[src/rtl/usb_inep_pkg.sv]
package usb_inep_pkg;
  typedef enum logic [1:0] {
    ST_IDLE = 2'd0,
    ST_SEND = 2'd1,
    ST_WAIT = 2'd2
  } bus_st_e;
endpackage

[src/rtl/usb_inep_bank_store.sv]
module usb_inep_bank_store #(
  parameter int BANK_BYTES = 64,
  parameter int DATA_W     = 8,
  parameter int CNT_W      = 7,
  parameter int ADDR_W     = 6
) (
  input  logic                       clk_i,
  input  logic                       rst_ni,
  input  logic                       wr_i,
  input  logic [DATA_W-1:0]          wdata_i,
  input  logic                       wr_bank_i,
  input  logic [1:0]                 ready_i,
  input  logic                       free_i,
  input  logic                       free_bank_i,
  input  logic                       rd_bank_i,
  input  logic [ADDR_W-1:0]          rd_idx_i,
  output logic [DATA_W-1:0]          rd_data_o,
  output logic [1:0][CNT_W-1:0]      cnt_o,
  output logic                       ovfl_o
);
  localparam logic [CNT_W-1:0] CAP = CNT_W'(BANK_BYTES);

  logic [1:0]             wr_ok;
  logic [1:0][DATA_W-1:0] rd_word;

  for (genvar b = 0; b < 2; b++) begin : g_bank
    logic [DATA_W-1:0] mem [BANK_BYTES];
    logic [CNT_W-1:0]  cnt_q;

    assign wr_ok[b] = wr_i && (wr_bank_i == 1'(b)) && !ready_i[b] && (cnt_q < CAP);

    always_ff @(posedge clk_i or negedge rst_ni) begin
      if (!rst_ni) begin
        cnt_q <= '0;
      end else if (free_i && (free_bank_i == 1'(b))) begin
        cnt_q <= '0;
      end else if (wr_ok[b]) begin
        cnt_q <= cnt_q + 1'b1;
      end
    end

    always_ff @(posedge clk_i) begin
      if (wr_ok[b]) mem[cnt_q[ADDR_W-1:0]] <= wdata_i;
    end

    assign rd_word[b] = mem[rd_idx_i];
    assign cnt_o[b]   = cnt_q;
  end

  assign rd_data_o = rd_word[rd_bank_i];

  // any rejected write is sticky
  always_ff @(posedge clk_i or negedge rst_ni) begin
    if (!rst_ni)                ovfl_o <= 1'b0;
    else if (wr_i && ~|wr_ok)   ovfl_o <= 1'b1;
  end
endmodule

[src/rtl/usb_inep_flags.sv]
module usb_inep_flags (
  input  logic       clk_i,
  input  logic       rst_ni,
  input  logic       txrdy_i,
  input  logic       clr_i,
  input  logic       ack_i,
  input  logic       ack_bank_i,
  output logic [1:0] ready_o,
  output logic [1:0] done_o,
  output logic       fw_bank_o,
  output logic       txcmpl_o
);
  logic clr_ptr_q;
  logic release_ok;
  logic clear_ok;

  assign release_ok = txrdy_i && !ready_o[fw_bank_o];
  assign clear_ok   = clr_i && done_o[clr_ptr_q];

  always_ff @(posedge clk_i or negedge rst_ni) begin
    if (!rst_ni) begin
      fw_bank_o <= 1'b0;
      clr_ptr_q <= 1'b0;
    end else begin
      if (release_ok) fw_bank_o <= ~fw_bank_o;
      if (clear_ok)   clr_ptr_q <= ~clr_ptr_q;
    end
  end

  for (genvar b = 0; b < 2; b++) begin : g_flag
    always_ff @(posedge clk_i or negedge rst_ni) begin
      if (!rst_ni) begin
        ready_o[b] <= 1'b0;
        done_o[b]  <= 1'b0;
      end else begin
        if (release_ok && fw_bank_o == 1'(b))    ready_o[b] <= 1'b1;
        else if (ack_i && ack_bank_i == 1'(b))   ready_o[b] <= 1'b0;
        // a new completion wins over a clear of the same bank
        if (ack_i && ack_bank_i == 1'(b))        done_o[b]  <= 1'b1;
        else if (clear_ok && clr_ptr_q == 1'(b)) done_o[b]  <= 1'b0;
      end
    end
  end

  assign txcmpl_o = done_o[clr_ptr_q];
endmodule

[src/rtl/usb_inep_bus_fsm.sv]
module usb_inep_bus_fsm
  import usb_inep_pkg::*;
#(
  parameter int CNT_W  = 7,
  parameter int ADDR_W = 6
) (
  input  logic                  clk_i,
  input  logic                  rst_ni,
  input  logic                  en_i,
  input  logic                  cfg_i,
  input  logic                  tok_in_i,
  input  logic                  tok_ack_i,
  input  logic                  tok_timeout_i,
  input  logic [1:0]            ready_i,
  input  logic [1:0][CNT_W-1:0] cnt_i,
  output logic                  resp_valid_o,
  output logic                  resp_data_o,
  output logic [CNT_W-1:0]      pkt_len_o,
  output logic                  toggle_o,
  output logic                  tx_valid_o,
  output logic                  tx_last_o,
  output logic [ADDR_W-1:0]     rd_idx_o,
  output logic                  tx_bank_o,
  output logic                  ack_o,
  output logic                  wait_o
);
  bus_st_e          st_q;
  logic [CNT_W-1:0] idx_q;
  logic             at_last;

  assign at_last = (idx_q + 1'b1) == pkt_len_o;

  always_ff @(posedge clk_i or negedge rst_ni) begin
    if (!rst_ni) begin
      st_q         <= ST_IDLE;
      idx_q        <= '0;
      pkt_len_o    <= '0;
      toggle_o     <= 1'b0;
      tx_bank_o    <= 1'b0;
      resp_valid_o <= 1'b0;
      resp_data_o  <= 1'b0;
    end else begin
      resp_valid_o <= 1'b0;
      unique case (st_q)
        ST_IDLE: begin
          if (tok_in_i && en_i && cfg_i) begin
            resp_valid_o <= 1'b1;
            if (ready_i[tx_bank_o]) begin
              resp_data_o <= 1'b1;
              pkt_len_o   <= cnt_i[tx_bank_o];
              idx_q       <= '0;
              st_q        <= (cnt_i[tx_bank_o] == '0) ? ST_WAIT : ST_SEND;
            end else begin
              resp_data_o <= 1'b0;
            end
          end
        end
        ST_SEND: begin
          if (at_last) st_q  <= ST_WAIT;
          else         idx_q <= idx_q + 1'b1;
        end
        ST_WAIT: begin
          if (tok_ack_i) begin
            toggle_o  <= ~toggle_o;
            tx_bank_o <= ~tx_bank_o;
            st_q      <= ST_IDLE;
          end else if (tok_timeout_i) begin
            st_q      <= ST_IDLE;
          end
        end
        default: st_q <= ST_IDLE;
      endcase
    end
  end

  assign tx_valid_o = (st_q == ST_SEND);
  assign tx_last_o  = tx_valid_o && at_last;
  assign rd_idx_o   = idx_q[ADDR_W-1:0];
  assign wait_o     = (st_q == ST_WAIT);
  assign ack_o      = wait_o && tok_ack_i;
endmodule

[src/rtl/usb_in_pingpong_ep.sv]
module usb_in_pingpong_ep #(
  parameter int BANK_BYTES = 64,
  parameter int DATA_W     = 8,
  parameter int CNT_W      = $clog2(BANK_BYTES + 1)
) (
  input  logic              clk_i,
  input  logic              rst_ni,
  input  logic              ep_enable_i,
  input  logic              ep_config_i,
  input  logic              irq_enable_i,
  input  logic              fw_wr_i,
  input  logic [DATA_W-1:0] fw_wdata_i,
  input  logic              fw_txrdy_i,
  input  logic              fw_txclr_i,
  input  logic              tok_in_i,
  input  logic              tok_ack_i,
  input  logic              tok_timeout_i,
  output logic              resp_valid_o,
  output logic              resp_data_o,
  output logic [CNT_W-1:0]  pkt_len_o,
  output logic              pkt_toggle_o,
  output logic              tx_valid_o,
  output logic [DATA_W-1:0] tx_byte_o,
  output logic              tx_last_o,
  output logic              txcmpl_o,
  output logic              irq_o,
  output logic              ovfl_o,
  output logic              fw_bank_o
);
  localparam int ADDR_W = (BANK_BYTES > 1) ? $clog2(BANK_BYTES) : 1;

  logic [1:0]            ready;
  logic [1:0]            done;
  logic [1:0][CNT_W-1:0] cnt;
  logic                  ack;
  logic                  tx_bank;
  logic                  bus_wait;
  logic [ADDR_W-1:0]     rd_idx;

  usb_inep_bank_store #(
    .BANK_BYTES(BANK_BYTES), .DATA_W(DATA_W), .CNT_W(CNT_W), .ADDR_W(ADDR_W)
  ) u_store (
    .clk_i, .rst_ni,
    .wr_i        (fw_wr_i),
    .wdata_i     (fw_wdata_i),
    .wr_bank_i   (fw_bank_o),
    .ready_i     (ready),
    .free_i      (ack),
    .free_bank_i (tx_bank),
    .rd_bank_i   (tx_bank),
    .rd_idx_i    (rd_idx),
    .rd_data_o   (tx_byte_o),
    .cnt_o       (cnt),
    .ovfl_o      (ovfl_o)
  );

  usb_inep_flags u_flags (
    .clk_i, .rst_ni,
    .txrdy_i    (fw_txrdy_i),
    .clr_i      (fw_txclr_i),
    .ack_i      (ack),
    .ack_bank_i (tx_bank),
    .ready_o    (ready),
    .done_o     (done),
    .fw_bank_o  (fw_bank_o),
    .txcmpl_o   (txcmpl_o)
  );

  usb_inep_bus_fsm #(.CNT_W(CNT_W), .ADDR_W(ADDR_W)) u_bus (
    .clk_i, .rst_ni,
    .en_i          (ep_enable_i),
    .cfg_i         (ep_config_i),
    .tok_in_i      (tok_in_i),
    .tok_ack_i     (tok_ack_i),
    .tok_timeout_i (tok_timeout_i),
    .ready_i       (ready),
    .cnt_i         (cnt),
    .resp_valid_o  (resp_valid_o),
    .resp_data_o   (resp_data_o),
    .pkt_len_o     (pkt_len_o),
    .toggle_o      (pkt_toggle_o),
    .tx_valid_o    (tx_valid_o),
    .tx_last_o     (tx_last_o),
    .rd_idx_o      (rd_idx),
    .tx_bank_o     (tx_bank),
    .ack_o         (ack),
    .wait_o        (bus_wait)
  );

  assign irq_o = irq_enable_i & txcmpl_o;
endmodule

[config.mk]
export PLATFORM = sky130hd
export DESIGN_NAME = usb_in_pingpong_ep
export DESIGN_NICKNAME = d
export VERILOG_FILES = /design/src/rtl/usb_inep_pkg.sv /design/src/rtl/usb_inep_bank_store.sv /design/src/rtl/usb_inep_flags.sv /design/src/rtl/usb_inep_bus_fsm.sv /design/src/rtl/usb_in_pingpong_ep.sv
export SDC_FILE = /design/constraint.sdc
export NUM_CORES = 1
export LEC_CHECK = 0
export BUFFER_PORTS_ARGS = -buffer_cell sky130_fd_sc_hd__buf_2
export CELL_PAD_IN_SITES_DETAIL_PLACEMENT = 2
export CELL_PAD_IN_SITES_GLOBAL_PLACEMENT = 2
export CORE_MARGIN = 2
export CORE_UTILIZATION = 43
export CTS_BUF_LIST = sky130_fd_sc_hd__clkbuf_16
export CTS_CLUSTER_DIAMETER = 200
export CTS_CLUSTER_SIZE = 30
export DETAILED_ROUTE_END_ITERATION = 10
export PLACE_DENSITY = 0.73
export SETUP_SLACK_MARGIN = 0.4
export SYNTH_ARGS = -nofsm -noshare
export SYNTH_HDL_FRONTEND = slang
export SYNTH_SLANG_ARGS = --single-unit
[constraint.sdc]
create_clock -name clk_i -period 2.54 [get_ports clk_i]
set_input_delay 0.635 -clock clk_i [delete_from_list [all_inputs] [get_ports clk_i]]
set_output_delay 0.635 -clock clk_i [all_outputs]
set_load 0.05 [all_outputs]
==> metrics.md <==
| Metric | Value |
|---|---|
| Status | `finished, violations left` |
| Failing checks | `negative setup slack` |
| CP max stage cell | `dfrtp_4` |
| RePlAce Congestion | `0.858` |
| Fraction of layout cells with a size suffix above 1 | `38.4%` |
| Die Ht | `318 um` |
| Yosys reg bits | `1065` |
| Gr ovfl total | `0` |
| Initial antenna violation count | `3` |
| DR pass1 iterations | `6` |
| Ys Warns | `0` |
| Final cycle utilization of the critical path | `169%` |
| Core Rows | `115` |
| Post-detail-place hpwl | `89300 um` |
| Crit-path cells | `buf_16 -> buf_4 -> buf_4 -> mux2i_1 -> a21oi_1 -> nand3_1 -> o211ai_1 -> o22ai_2 -> buf_4 -> o21ai_4 -> buf_4` |
| Largest net degree at the start of global routing | `129` |
| TritonCTS Sinks | `1065` |
| Detailed Route WL | `156000 um` |
| Dominant cell type by area after synthesis | `edfxtp_1` |
| Area of placed instances | `47800 um^2` |
| Synth Instances | `2226` |
| Fmax | `233 MHz` |
| Vias per inst | `6.45` |
| GRT Resource Usage Total | `28.3%` |
| Syn Nets | `2248` |
| Root buf cell | `clkbuf_16` |
| Crit Path Max Fanout | `13` |
| Distinct cells, synth | `64` |
| Die area | `101000 um^2` |
| Relative slew slack | `36.0%` |
| Final nets | `2645` |
| Arrival time at the worst endpoint | `3660 ps` |
| Port bufs | `42` |
| DR iter-0 viols | `3390` |
| Synth area leaders | `edfxtp_1 (73%), mux4_2 (10%), mux2i_1 (4.1%)` |
| Crit path largest cell delay | `610 ps` |
| Leakage | `16.6 nW` |
| Core area | `98000 um^2` |
| Remaining antenna violation count | `0` |
| Req. time, crit path | `1900 ps` |
| Setup CP Type | `reg2out` |
| Die W | `318 um` |
| Syn Area/Cell | `19.0 um^2` |
| Clk pin slew, worst setup/hold paths | `150 ps` |
| Max Cap Viol | `0` |
| Hold_buf cts | `0` |
| # setup viols final | `18` |
| Peak VDD IR | `1.04 mV` |
| Worst Setup End Kind | `output port` |
| Cell area after synthesis | `42300 um^2` |
| Via count | `25.3k` |
| Sequential-to-total area share from yosys stat | `75.1%` |
| IO Pins | `43` |
| DRC errors left | `0` |
| Pins Over Slew Limit | `0` |
| Main synth FF type | `edfxtp_1` |
| Worst-skew pair later-pin latency | `690 ps` |
| Fin crit period | `4300 ps` |
| TritonCTS clock tree | `done` |
| Final setup margin | `-1760 ps` |
| Number of global-route vias before repair | `26.2k` |
| Hold slack | `61.1 ps` |
| Crit path top cell by count | `buf_4` |
| RSZ-0062 raised after global routing | `true` |
| Yosys top cell area share | `72.6%` |
| Ys async rst share | `3.85%` |
| Design Area, Final | `51800 um^2` |
| Final Hold Vio Count | `0` |
| Clock buffer depth | `3` |
| Initial Util | `43.2%` |
| Buffers & Inverters on Critical Path | `5` |
| Final Skew | `57.8 ps` |
| HP Class | `in2async` |
| Area growth, synth to finish | `22.5%` |
| Routed length per instance | `39.7 um` |
| CTS buffer count | `41` |
| EDFF count, synth | `1024` |
| CP top delay family | `compound AO/OA/AOI/OAI gates` |
| R2R Path Start | `u_bus.idx_q[0]` |
| Worst Tran Pin Value | `956 ps` |
| Critical path startpoint | `u_bus.idx_q[0]` |
| First-pass GRT wire length | `205000 um` |
| Worst setup SP type | `register` |
| PwrDens | `973 nW/um^2` |
| CTS H-tree lvls | `2` |
cell usage after synthesis (10+ instances only):
master / n
o21ai_0: 17
nand3_1: 28
nor2_1: 164
a31oi_1: 45
o22ai_1: 13
dfrtp_1: 41
clkbuf_1: 69
a22oi_1: 61
a21oi_1: 74
nand2_1: 53
buf_2: 33
nor3b_1: 32
nor2b_1: 13
mux4_2: 190
xnor2_1: 12
mux2i_1: 172
o21ai_1: 11
xor2_1: 10
edfxtp_1: 1024
buf_4: 17
o211ai_1: 13
metrics by stage:
stage | std cells | utilization [%] | setup WS (ps) | TNS, ps | total power [mW]
finish | 3928 | 52.9 | -1760 | -18270 | 50.4
global route | 3928 | 52.9 | -1770 | -18680 | 51.5
CTS | 3880 | 51.5 | -1520 | -15020 | 47.9
detailed placement | 3777 | 48.8 | -954 | -9420 | 37.7
global placement | 3777 | 48.8 | -849 | -7850 | 37.0
floorplan | 2226 | - | -130 | -853 | 30.3
sequential cells by signal, indices dropped and copies added (netlist names):
register and flops:
u_flags.fw_bank_o 1, u_bus.tx_bank_o 1, u_store.ovfl_o 1, u_bus.pkt_len_o 7
u_store.g_bank.cnt_q 14, u_flags.done_o 2, u_bus.resp_data_o 1, u_flags.ready_o 2
u_bus.idx_q 7, u_store.g_bank.mem 1024, u_bus.toggle_o 1, u_flags.clr_ptr_q 1
u_bus.resp_valid_o 1, u_bus.st_q 2
where the power goes:
part	leakage [nW]	switching, mW	internal (mW)	total (mW)
clock network	0.607	5.66	3.01	8.68
logic	6.26	12.3	9.38	21.7
registers	9.69	0.599	19.5	20.1
total	16.6	18.6	31.9	50.4
cells in the final DEF (no fill, tap or decap), types with 10 or more instances in the layout:
cell       netlist  final
nor2_4           0     74
a22oi_2          0     21
buf_6            9     73
a21oi_1         74     54
a22oi_1         61     40
a31oi_1         45     40
buf_4           17    257
nand3_1         28     17
nand3_2          3     10
clkbuf_16        0     42
mux2i_1        172    167
dfrtp_1         41     19
mux4_2         190    190
nor2_2           0     22
o211ai_1        13     13
buf_8            4     21
edfxtp_1      1024   1024
inv_1            8     23
nor2_1         164     68
dfrtp_2          0     19
o21ai_0         17     13
a21oi_2          1     18
nand2_1         53     42
buf_2           33     17
buf_12           2    118
nor3b_1         32     26
path summary, 6_finish.rpt:
check                           depth (start not counted)                         end  slack, ps
worst max-delay path                                   11                tx_byte_o[3]      -1760
worst min-delay path                                    1  u_store.g_bank[1].cnt_q[6]         60
worst max register to register                         14              u_bus.idx_q[0]       -540
worst min register to register                          1              u_store.ovfl_o        550
max in group asynchronous                               2  u_store.g_bank[0].cnt_q[0]       1700
min in group clk_i                                      2           u_flags.fw_bank_o        230
metal layers:
metal / part of all wire (%) / track usage, %
met1: 40 / 38.6
met2: 50 / 47.7
met3: 6.8 / 3.76
met4: 3.8 / 8.50
met5: 0.013 / 0
worst register-to-register path, cell delays in order (launching register included):
cell and delay, ps:
dfrtp_4 580, buf_12 150, buf_16 160, buf_6 120
buf_12 100, buf_4 180, nand3_2 140, xnor2_1 220
nor4_4 390, nand3_4 150, buf_6 150, buf_8 130
a21oi_4 180, buf_6 140, a21o_1 210
layout make-up:
class                      count  area [um^2]
fill                        8266        46200
sequential                  1065        31800
multi-input combinational   1010        11400
timing repair buffer         497         5820
tap                         1287         1610
clock buffer                  41         1030
clock inverter                19         93.8
inverter                       8         35.0
antenna                        1         2.50
cells by family after synthesis:
| kind of cell | synth area share, % |
|---|---|
| AO/OA/AOI/OAI | 4.11 |
| multiplexers | 14.3 |
| XOR/XNOR | 0.494 |
| buffers and inverters | 1.93 |
| adder cells (fa/ha/maj) | 0.0887 |
| AND/OR/NAND/NOR | 4.03 |
| flip-flops | 75.1 |
what timing repair did:
| item | CTS | global route |
|---|---|---|
| buffers inserted | 37 | 46 |
| gates cloned | 6 | 1 |
| gates resized for setup | 234 | 199 |
| pin swaps | 60 | 70 |
| endpoints found under the setup margin | 837 | 963 |
Power figures use the tool's default switching activity.
